[config.mk]
export PLATFORM = sky130hd
export DESIGN_NAME = xmem_select
export DESIGN_NICKNAME = d
export VERILOG_FILES = /design/src/rtl/xsel_pkg.sv /design/src/rtl/xsel_window.sv /design/src/rtl/xsel_decode.sv /design/src/rtl/xsel_cfg.sv /design/src/rtl/xsel_pinmux.sv /design/src/rtl/xmem_select.sv
export SDC_FILE = /design/constraint.sdc
export NUM_CORES = 1
export LEC_CHECK = 0
export BUFFER_PORTS_ARGS = -buffer_cell sky130_fd_sc_hd__buf_2
export CORE_AREA = 2 2 39 41
export DETAILED_ROUTE_END_ITERATION = 12
export DIE_AREA = 0 0 41 43
export PLACE_DENSITY = 0.6
export SYNTH_ARGS = -nofsm -noshare
export SYNTH_HDL_FRONTEND = slang
export SYNTH_SLANG_ARGS = --single-unit
[constraint.sdc]
create_clock -name clk -period 1.7 [get_ports clk]
set_input_delay 0.255 -clock clk [delete_from_list [all_inputs] [get_ports clk]]
set_output_delay 0.255 -clock clk [all_outputs]
set_load 0.05 [all_outputs]
[src/rtl/xsel_pkg.sv]
`timescale 1ns/1ps
package xsel_pkg;
   localparam int unsigned BANK_SHIFT = 20;
   localparam int unsigned LOW_TOP    = 32'h0000_D7FF;
   localparam int unsigned EXT_LO     = 32'h0001_0000;
   localparam int unsigned EXT_HI     = 32'h000F_FFFF;

   typedef enum logic {
      PROG_ONCHIP  = 1'b0,
      PROG_OFFCHIP = 1'b1
   } prog_mode_e;
endpackage

[src/rtl/xsel_window.sv]
`timescale 1ns/1ps
module xsel_window #(
   parameter int ADDR_W = 24,
   parameter logic [ADDR_W-1:0] LO = '0,
   parameter logic [ADDR_W-1:0] HI = '0
) (
   input  logic [ADDR_W-1:0] addr,
   output logic              hit
);
   if (HI < LO) begin : g_bad_bounds
      $error("xsel_window: HI below LO");
   end

   if (LO == '0) begin : g_from_zero
      assign hit = (addr <= HI);
   end else begin : g_bounded
      assign hit = (addr >= LO) && (addr <= HI);
   end
endmodule

[src/rtl/xsel_decode.sv]
`timescale 1ns/1ps
module xsel_decode
   import xsel_pkg::*;
#(
   parameter int ADDR_W = 24,
   parameter int NUM_CE = 3
) (
   input  logic              clk,
   input  logic              rst_n,
   input  logic [ADDR_W-1:0] addr,
   input  logic              strobe,
   input  logic              internal,
   input  prog_mode_e        mode,
   output logic [NUM_CE-1:0] ce_act
);
   localparam logic [ADDR_W-1:0] BANK_MASK = ADDR_W'((32'd1 << BANK_SHIFT) - 1);

   logic              go;
   logic              w_onchip;
   logic              w_low;
   logic              w_ext;
   logic [NUM_CE-1:0] w_bank;

   assign go = strobe && !internal;

   // chip-enable 0 in on-chip program mode sits one bank above the last other bank
   xsel_window #(
      .ADDR_W (ADDR_W),
      .LO     (ADDR_W'(NUM_CE) << BANK_SHIFT),
      .HI     ((ADDR_W'(NUM_CE) << BANK_SHIFT) | BANK_MASK)
   ) u_win_onchip (.addr(addr), .hit(w_onchip));

   xsel_window #(
      .ADDR_W (ADDR_W),
      .LO     ('0),
      .HI     (ADDR_W'(LOW_TOP))
   ) u_win_low (.addr(addr), .hit(w_low));

   xsel_window #(
      .ADDR_W (ADDR_W),
      .LO     (ADDR_W'(EXT_LO)),
      .HI     (ADDR_W'(EXT_HI))
   ) u_win_ext (.addr(addr), .hit(w_ext));

   assign w_bank[0] = (mode == PROG_OFFCHIP) ? (w_low || w_ext) : w_onchip;

   for (genvar i = 1; i < NUM_CE; i++) begin : g_bank
      xsel_window #(
         .ADDR_W (ADDR_W),
         .LO     (ADDR_W'(i) << BANK_SHIFT),
         .HI     ((ADDR_W'(i) << BANK_SHIFT) | BANK_MASK)
      ) u_win (.addr(addr), .hit(w_bank[i]));
   end

   assign ce_act = go ? w_bank : '0;


   ce_onehot_chk: assert property (@(posedge clk) disable iff (!rst_n)
      $onehot0(ce_act));


   internal_quiet_chk: assert property (@(posedge clk) disable iff (!rst_n)
      internal |-> (ce_act == '0));


   idle_quiet_chk: assert property (@(posedge clk) disable iff (!rst_n)
      !strobe |-> (ce_act == '0));


   ram_hole_chk: assert property (@(posedge clk) disable iff (!rst_n)
      (mode == PROG_OFFCHIP && addr >= ADDR_W'(LOW_TOP + 1) && addr < ADDR_W'(EXT_LO))
         |-> !ce_act[0]);
endmodule

[src/rtl/xsel_cfg.sv]
`timescale 1ns/1ps
module xsel_cfg
   import xsel_pkg::*;
#(
   parameter int NUM_CE = 3
) (
   input  logic              clk,
   input  logic              rst_n,
   input  logic              mode_wr,
   input  logic              mode_wdata,
   input  logic              sel_wr,
   input  logic [NUM_CE-1:0] sel_wdata,
   output prog_mode_e        mode_q,
   output logic [NUM_CE-1:0] sel_q
);
   always_ff @(posedge clk or negedge rst_n) begin
      if (!rst_n) begin
         mode_q <= PROG_ONCHIP;
         sel_q  <= '0;
      end else begin
         if (mode_wr) mode_q <= prog_mode_e'(mode_wdata);
         if (sel_wr)  sel_q  <= sel_wdata;
      end
   end


   reset_clear_chk: assert property (@(posedge clk)
      !rst_n |=> (sel_q == '0 && mode_q == PROG_ONCHIP));


   sel_load_chk: assert property (@(posedge clk) disable iff (!rst_n)
      sel_wr |=> (sel_q == $past(sel_wdata)));


   mode_load_chk: assert property (@(posedge clk) disable iff (!rst_n)
      mode_wr |=> (mode_q == prog_mode_e'($past(mode_wdata))));


   sel_hold_chk: assert property (@(posedge clk) disable iff (!rst_n)
      !sel_wr |=> $stable(sel_q));
endmodule

[src/rtl/xsel_pinmux.sv]
`timescale 1ns/1ps
module xsel_pinmux #(
   parameter int NUM_CE = 3
) (
   input  logic [NUM_CE-1:0] sel,
   input  logic [NUM_CE-1:0] ce_act,
   input  logic [NUM_CE-1:0] port_dout,
   output logic [NUM_CE-1:0] pin_o
);
   for (genvar i = 0; i < NUM_CE; i++) begin : g_pin
      assign pin_o[i] = sel[i] ? !ce_act[i] : port_dout[i];
   end
endmodule

[src/rtl/xmem_select.sv]
`timescale 1ns/1ps
module xmem_select
   import xsel_pkg::*;
#(
   parameter int ADDR_W = 24,
   parameter int NUM_CE = 3
) (
   input  logic              clk,
   input  logic              rst_n,
   input  logic [ADDR_W-1:0] bus_addr,
   input  logic              bus_strobe,
   input  logic              bus_internal,
   input  logic              mode_wr,
   input  logic              mode_wdata,
   input  logic              sel_wr,
   input  logic [NUM_CE-1:0] sel_wdata,
   input  logic [NUM_CE-1:0] port_dout,
   output logic [NUM_CE-1:0] pin_o
);
   if (NUM_CE < 2 || ADDR_W <= BANK_SHIFT) begin : g_bad_shape
      $error("xmem_select: need NUM_CE >= 2 and ADDR_W > BANK_SHIFT");
   end
   if ((NUM_CE + 1) > (1 << (ADDR_W - BANK_SHIFT))) begin : g_bad_space
      $error("xmem_select: banks do not fit the address space");
   end

   prog_mode_e        mode_q;
   logic [NUM_CE-1:0] sel_q;
   logic [NUM_CE-1:0] ce_act;

   xsel_cfg #(.NUM_CE(NUM_CE)) u_cfg (
      .clk        (clk),
      .rst_n      (rst_n),
      .mode_wr    (mode_wr),
      .mode_wdata (mode_wdata),
      .sel_wr     (sel_wr),
      .sel_wdata  (sel_wdata),
      .mode_q     (mode_q),
      .sel_q      (sel_q)
   );

   xsel_decode #(.ADDR_W(ADDR_W), .NUM_CE(NUM_CE)) u_decode (
      .clk      (clk),
      .rst_n    (rst_n),
      .addr     (bus_addr),
      .strobe   (bus_strobe),
      .internal (bus_internal),
      .mode     (mode_q),
      .ce_act   (ce_act)
   );

   xsel_pinmux #(.NUM_CE(NUM_CE)) u_pinmux (
      .sel       (sel_q),
      .ce_act    (ce_act),
      .port_dout (port_dout),
      .pin_o     (pin_o)
   );


   no_match_high_chk: assert property (@(posedge clk) disable iff (!rst_n)
      (bus_strobe && !bus_internal && bus_addr >= (ADDR_W'(NUM_CE + 1) << BANK_SHIFT))
         |-> ((pin_o & sel_q) == sel_q));
endmodule

======== Yosys cells after proc, flatten, opt, wreduce, memory -nomap -nowiden ========
Index checks and enable logic that the tools add are counted.
word-level totals
  register bits ........................... 4
  bits in latches ......................... 0
  memory bits (writable) .................. 0
  memory bits (read-only) ................. 0
  output and inout port bits .............. 3
  memories ................................ 0
operators by class
  $add $sub $neg .......................... 0
  $mul .................................... 0
  div/mod/pow operators ................... 0
  magnitude comparators ................... 9
  equality and inequality tests ........... 0
  shift-type cells ........................ 0
  muxes and demuxes ....................... 5
  bitwise operators ....................... 0
  reduce and logical (&&, ||, !) cells .... 10
operators with widths
  kind                  count
  $ge 24x22->1 const B  2
  $le 24x22->1 const B  2
  $ge 24x17->1 const B  1
  $ge 24x21->1 const B  1
  $le 24x16->1 const B  1
  $le 24x20->1 const B  1
  $le 24x21->1 const B  1
  $logic_and 1x1->1     5
  $logic_not 1->1       4
  $mux 1                4
  $mux 3                1
  $logic_or 1x1->1      1

======== Longest topological paths before layout ========
Gate-level depths: netlist (run 1).
  depth in word-level cells ............... 7
  gate-level depth with buffers ........... 3
  gate-level depth less buffers ........... 3

======== By module ========
From an unflattened synthesis (run 1), not the netlist that was laid out.
second synthesis, totals
  cells, all modules ...................... 31
  area, all modules ....................... 331.6 um^2
by module, submodules not included
  module                                      instances  cells each  area each (um^2)
  xsel_cfg                                    1          8           145.1
  xsel_window (u_decode.u_win_low)            1          5           43.8
  xsel_decode                                 1          6           41.3
  xsel_pinmux                                 1          6           41.3
  xsel_window (u_decode.g_bank[1].u_win ...)  2          1           15.0
  xsel_window (u_decode.u_win_ext)            1          3           17.5
  xsel_window (u_decode.u_win_onchip)         1          1           12.5

======== Worst setup path after synthesis (run 1) ========
Ideal clock, no wire load.
  path kind ............................... register to output
  from .................................... reg u_cfg.mode_q
  to ...................................... out pin_o[0]
  arrival ................................. 1639 ps
  data required time ...................... 1445 ps
  path slack .............................. -194 ps
  cell stages (with the launch flop) ...... 4
  path buffers ............................ 0
  cell sequence ........................... dfrtp_1 -> nor4bb_1 -> nand4b_1 -> a41oi_1
on the way
  word-level cells in the longest chain between the ends .. 4
ends and longest elaborated chain
  item                    line               text
  start, declared         xsel_cfg.sv:13     output prog_mode_e mode_q,
  start signal, assigned  xsel_cfg.sv:21     if (mode_wr) mode_q <= prog_mode_e'(mode_wdata);
  $mux 1                  xsel_decode.sv:45  assign w_bank[0] = (mode == PROG_OFFCHIP) ? (w_low || w_ext) : w_onchip;
  $mux 3                  xsel_decode.sv:55  assign ce_act = go ? w_bank : '0;
  $logic_not 1->1         xsel_pinmux.sv:11  assign pin_o[i] = sel[i] ? !ce_act[i] : port_dout[i];
  $mux 1                  xsel_pinmux.sv:11
  end, declared           xmem_select.sv:18  output logic [NUM_CE-1:0] pin_o
Every way passes these cells.

======== Final worst setup path (run 1) ========
  from .................................... in bus_addr[23]
  to ...................................... out pin_o[2]
on the way
  word-level cells in the longest chain between the ends .. 5
ends and longest elaborated chain
  item                                                 line               text
  start, declared                                      xmem_select.sv:10  input logic [ADDR_W-1:0] bus_addr,
  $ge 24x22->1 / $le 24x22->1 (equally long branches)  xsel_window.sv:17  assign hit = (addr >= LO) && (addr <= HI);
  $logic_and 1x1->1 *                                  xsel_window.sv:17
  $mux 3 *                                             xsel_decode.sv:55
  $logic_not 1->1 *                                    xsel_pinmux.sv:11
  $mux 1 *                                             xsel_pinmux.sv:11
Mark *: on every way between the ends. The rest lies on a longest branch, timed or not.

==> flow_summary_export.csv, run 1 <==
group,metric,value,unit
worst_setup_path,path_max_fanout,3,
power,power.density,671.3,nW/um^2
finish,layout-drive-gt1-share,72.41,%
power,p_comb_share,31.2,%
sta,finalSetupViolations,0,
run,drv_cap,0,
worst_setup_path,r2r-end,"u_cfg.mode_q$_DFFE_PN0P_",
routing,via_per_inst,4.365,
yosys,synth.avg_cell_area,10.46,sq um
global_route,busiest_layer,"met2",
clock_network,clock_latency,0.23,ns
global_route,groute.layer.met1.usage,9.091,%
power,netSwitchingPower,0.09357,mW
sta,finalHoldViolCount,0,
placed_design,place_congestion,0.6171,
global_route,grt_antenna_before_repair,0,
routing,firstDrtPassIters,2,
sta,final.min_clock_period,1.655,ns
clock_network,clock_tree.buffer_depth,2,
worst_setup_path,critPathCapture,"pin_o[2]",
worst_setup_path,crit_path_max_incr_delay,0.56,ns
sta,post-route-period-util,97.37,%
yosys,syn_area,261.5,sq um
worst_setup_path,r2r-start,"u_cfg.mode_q$_DFFE_PN0P_",
sta,rsz0062_at_grt,"no",
clock_network,cts_tree,"done",
power,switching_share,28.28,%
clock_network,clockRootBuffer,"clkbuf_4",
yosys,netlist_instances,25,
finish,nNetsFinal,97,
sta,tightestPinTransition,0.3524,ns
worst_setup_path,cp.arrival,1.40,ns
routing,drtIter0Drc,1,
global_route,grt_max_degree,5,
sta,fmax,0.6041,GHz
power,internal_power,0.2374,mW
routing,num_vias,323,
finish,diodes,0,
routing,drtAntennaViolNets,0,
yosys,synth_warnings,0,
worst_setup_path,crit_chain,"buf_2, or4b_4, nor3b_2, a21oi_1, buf_2",
clock_network,clock-sinks,4,
finish,post-route-util,35.62,%
worst_setup_path,reg2regPathDepth,2,
global_route,overflow,0,
sta,skew,0,ns
global_route,grt_pass1_wl,1.179,mm
floorplan,core_area,1384,sq um
worst_setup_path,critPathRequiredTime,1.44,ns
worst_setup_path,reg2reg_slack,0.82,ns
sta,slew_viol_final,0,
power,power_frac_seq,34.0,%
power,p_leak,0.2307,nW
floorplan,num_rows,14,
worst_setup_path,startpoint_type,"input pin",
worst_setup_path,startpoint,"bus_addr[23]",
global_route,grtUsageMet2,17.19,%
global_route,grt_use_met3,4.712,%
yosys,ys_ff_latch,4,
status,status,"finished, final reports clean",
routing,routed_wirelength,725,microns
clock_network,clk_pin_slew,0.04,ns
routing,drc,0,
sta,fin_setup_tns,0,ns
worst_setup_path,crit_top_cell,"buf_2",
placed_design,numPortBuffers,28,
finish,syn_to_final_growth,88.52,%
clock_network,numCtsBuffers,3,
routing,routedWlPerCell,9.797,microns
global_route,grt_pass1_vias,321,
worst_setup_path,endpoint_kind,"output pin",
worst_setup_path,critPathSlowestCell,"or4b_4",
yosys,syn_nets,62,
floorplan,dieArea,1763,sq um
yosys,yosysUniqueCellTypes,14,
min_path,hp-class,"in2reg",
floorplan,die_w,41,microns
clock_network,htreeDepth,1,
power,peakVddDrop,0.3200,mV
floorplan,io_pins,40,
yosys,synth_seq_area_share,38.28,%
floorplan,start_util,18.90,%
power,power.share.clock,34.9,%
floorplan,die_height,43,microns
finish,fillCellCount,151,
worst_setup_path,critical_path_class,"in2out",
sta,max-slew-margin-rel,76.20,%
global_route,grt_usage,10.47,%
power,total_power,0.3309,mW
==> through the flow <==
| stage | setup slack, ns | instance area [sq um] | std cells | hold WS [ns] |
|---|---|---|---|---|
| after floorplan | 0.1137 | 269.0 | 25 | -0.04059 |
| after global placement | 0.006529 | 429.2 | 69 | 0.06302 |
| after detailed placement | 0.002087 | 429.2 | 69 | 0.06312 |
| after CTS | 0.005564 | 481.7 | 74 | 0.2477 |
| after global routing | 0.004579 | 493.0 | 74 | 0.2511 |
| final | 0.04466 | 493.0 | 74 | 0.2536 |
==> routing by layer <==
layer | part of all wire, % | wire [microns]
met1 | 35 | 251
met2 | 58 | 423
met3 | 6.9 | 50
met4 | 0 | 0
met5 | 0 | 0
==> critical path, delay by kind of cell <==
family                 cells  cell delay, ns
AND/OR/NAND/NOR            2            0.75
buffers and inverters      2            0.31
AO/OA/AOI/OAI              1            0.08
==> registers in the layout (all words and copies together), names as in the netlist <==
register	flops
u_cfg.sel_q	3
u_cfg.mode_q	1
==> layout by cell type, fill, tap and decap left out <==
| cell | n |
|---|---|
| buf_2 | 26 |
| nor2_1 | 4 |
| mux2_2 | 4 |
| dfrtp_1 | 4 |
| a21oi_1 | 3 |
| clkbuf_4 | 3 |
| nor3b_2 | 2 |
| buf_4 | 2 |
| o41ai_1 | 1 |
| nor4bb_2 | 1 |
| nand4b_1 | 1 |
| or4b_4 | 1 |
| nand2_1 | 1 |
| nand3b_1 | 1 |
| o21ai_2 | 1 |
| a41oi_2 | 1 |
| dlygate4sd3_1 | 1 |
| buf_6 | 1 |
==> timing repair <==
| item | CTS | global route |
|---|---|---|
| pin swaps | 0 | 2 |
| endpoints found under the hold margin | 4 | 0 |
| buffers inserted | 1 | 0 |
| hold buffers | 1 | 0 |
| gates resized for setup | 3 | 4 |
| endpoints found under the setup margin | 1 | 2 |
==> synthesized netlist by cell type (all sizes together) <==
cell type,instances,area share (%)
nand3b,1,2.9
nor3b,2,7.7
nor4bb,1,3.8
nor2,4,5.7
mux2,4,17
o41ai,1,3.3
a21oi,3,5.7
nand2,1,1.4
nand4b,1,3.3
dfrtp,4,38
or4b,1,5.3
a41oi,1,3.3
o21ai,1,1.9
==> worst min path at each step <==
| stage | start | to | slack [ns] | cells past startpoint |
|---|---|---|---|---|
| 2_1_floorplan | rst_n | u_cfg.mode_q$_DFFE_PN0P_ | -0.04 | 0 |
| 3_3_place_gp | rst_n | u_cfg.sel_q[0]$_DFFE_PN0P_ | 0.06 | 1 |
| 3_5_place_dp | rst_n | u_cfg.sel_q[2]$_DFFE_PN0P_ | 0.06 | 1 |
| 4_1_cts | sel_wdata[1] | u_cfg.sel_q[1]$_DFFE_PN0P_ | 0.25 | 2 |
| 5_1_grt | sel_wdata[2] | u_cfg.sel_q[2]$_DFFE_PN0P_ | 0.25 | 2 |
| 6_report | sel_wdata[1] | u_cfg.sel_q[1]$_DFFE_PN0P_ | 0.25 | 2 |
==> power by group through the flow <==
stage / Sequential, mW / Clock [mW] / Combinational [mW]
2_1_floorplan: 0.112 / 0 / 0.0497
3_3_place_gp: 0.115 / 0 / 0.0891
3_5_place_dp: 0.115 / 0 / 0.0904
4_1_cts: 0.113 / 0.121 / 0.102
5_1_grt: 0.114 / 0.127 / 0.112
6_report: 0.112 / 0.115 / 0.103
==> cells by family after synthesis <==
logic type,after synthesis,share of synthesized area (%)
flops,4,38.28
mux,4,17.22
compound gates,6,14.35
simple gates,11,30.14
==> area by class of cell <==
| type | instances | area (sq um) | area share [%] |
|---|---|---|---|
| clock buffer | 3 | 22.52 | 4.569 |
| multi-input combinational | 21 | 183.9 | 37.31 |
| sequential | 4 | 100.1 | 20.30 |
| tap | 16 | 20.02 | 4.061 |
| timing repair buffer | 30 | 166.4 | 33.76 |
(Power assumes the default switching activity.)
==> run 2, diff against run 1 <==
Clock period 1.7 ns to 1.6 ns, I/O delays scaled along.
==> flow_summary_export.csv, run 2 (synthesis gave the netlist of run 1 again) <==
group,metric,value,unit
routing,routed_wirelength,774,microns
min_path,hp-class,"in2reg",
routing,drtAntennaViolNets,0,
finish,final_cell_count_no_fill,75,
finish,largest_register_ffs,3,
sta,fin_setup_tns,0,ns
sta,post-route-period-util,98.50,%
routing,routedWlPerCell,10.32,microns
worst_setup_path,path_max_fanout,3,
sta,skew,0,ns
worst_setup_path,endpoint_kind,"output pin",
placed_design,place_worst_setup_slack,-0.07399,ns
finish,mostFrequentLayoutCells,"buf_2, nor2_1, mux2_2, buf_4, dfrtp_1",
sta,slew_viol_final,0,
sta,finalSetupViolations,0,
clock_network,clk_pin_slew,0.04,ns
finish,top_regs,"u_cfg.sel_q (3), u_cfg.mode_q (1)",
sta,rsz0062_at_grt,"yes",
finish,top_register,"u_cfg.sel_q",
sta,tightestPinTransition,0.3626,ns
floorplan,die_height,43,microns
worst_setup_path,critical_path_class,"in2out",
sta,final.min_clock_period,1.576,ns
min_path,worstHoldPathCells,2,
finish,post-route-util,37.43,%
floorplan,core_area,1384,sq um
placed_design,place_congestion,0.6427,
global_route,overflow,0,
status,status,"finished, final reports clean",
global_route,grt_usage,9.082,%
global_route,busiest_layer,"met2",
worst_setup_path,startpoint_type,"input pin",
placed_design,dp.cells,71,
routing,firstDrtPassIters,1,
placed_design,numPortBuffers,28,
clock_network,clock_tree.buffer_depth,2,
floorplan,die_w,41,microns
floorplan,start_util,18.90,%
routing,drtIter0Drc,0,
sta,max-slew-margin-rel,75.51,%
worst_setup_path,reg2regPathDepth,2,
power,peakVddDrop,0.3985,mV
routing,num_vias,330,
worst_setup_path,r2r-start,"u_cfg.mode_q$_DFFE_PN0P_",
routing,via_per_inst,4.400,
sta,finalHoldViolCount,0,
global_route,grtUsageMet2,17.19,%
min_path,min_from,"sel_wdata[0]",
worst_setup_path,critPathRequiredTime,1.36,ns
clock_network,clockRootBuffer,"clkbuf_4",
worst_setup_path,startpoint,"bus_internal",
finish,final_area,518.0,sq um
finish,syn_to_final_growth,98.09,%
sta,holdWs,0.2432,ns
global_route,grt_pass1_vias,308,
clock_network,post_cts_buffers,0,
floorplan,num_rows,14,
run,drv_cap,0,
clock_network,clock_latency,0.23,ns
global_route,grt_pass1_wl,1.110,mm
floorplan,dieArea,1763,sq um
finish,final_common_cell,"buf_2",
finish,nNetsFinal,98,
global_route,groute.layer.met1.usage,8.497,%
clock_network,htreeDepth,1,
placed_design,placed_area,444.2,sq um
global_route,grt_use_met3,1.571,%
sta,fmax,0.6345,GHz
finish,fillCellCount,153,
sta,finalWorstSetupSlack,0.02406,ns
power,total_power,0.3562,mW
global_route,grt_antenna_before_repair,0,
floorplan,io_pins,40,
power,power.density,687.7,nW/um^2
clock_network,numCtsBuffers,3,
power,p_leak,0.2477,nW
finish,layout-drive-gt1-share,72.88,%
clock_network,cts_tree,"done",
worst_setup_path,cp.arrival,1.34,ns
finish,diodes,0,
global_route,grt_max_degree,5,
clock_network,clock-sinks,4,
routing,drc,0,
-- run 2: cell types whose count changed in the layout (fill, tap and decap cells not counted) --
cell	change
buf_6	+1
buf_4	+2
nor4bb_4	+1
buf_2	-2
nor4bb_2	-1
-- run 2: final cells by class --
type | instances | area [sq um] | share of cell area [%]
multi-input cells | 21 | 192.7 | 37.20
repair buffers | 31 | 182.7 | 35.27
flip-flops and latches | 4 | 100.1 | 19.32
clock buffers | 3 | 22.52 | 4.348
well taps | 16 | 20.02 | 3.865
-- run 2: where the power goes --
part           total (mW)  leakage (nW)  switching (mW)  internal [mW]
Combinational       0.118         0.187          0.0555         0.0626
Clock               0.118        0.0138          0.0347         0.0835
Sequential          0.120        0.0468         0.00797          0.112
-- run 2: critical path: stages --
cell and delay (ns):
buf_6 0.09, or4b_4 0.56, nor3b_2 0.17, a21oi_1 0.08, buf_4 0.19
-- run 2: worst paths after layout --
kind / to / slack (ns)
max: pin_o[2] / 0.02
min: u_cfg.sel_q[0]$_DFFE_PN0P_ / 0.24
max reg2reg: u_cfg.mode_q$_DFFE_PN0P_ / 0.72
min reg2reg: u_cfg.sel_q[1]$_DFFE_PN0P_ / 0.53
max in group asynchronous: u_cfg.sel_q[1]$_DFFE_PN0P_ / 1.13
min in group asynchronous: u_cfg.mode_q$_DFFE_PN0P_ / 0.35
-- run 2: what timing repair did --
item                                   in CTS  in global routing
gates resized for setup                     7                  2
gates cloned                                0                  0
hold buffers                                1                  0
endpoints found under the hold margin       4                  0
setup endpoints to repair                   3                  3
pin swaps                                   5                  0
-- run 2: layer usage --
| metal | share of wire (%) | vias to the layer above | wire, microns |
|---|---|---|---|
| li1 | - | 167 | - |
| met1 | 34 | 153 | 264 |
| met2 | 59 | 10 | 453 |
| met3 | 7.2 | 0 | 56 |
| met4 | 0 | 0 | 0 |
| met5 | 0 | - | 0 |
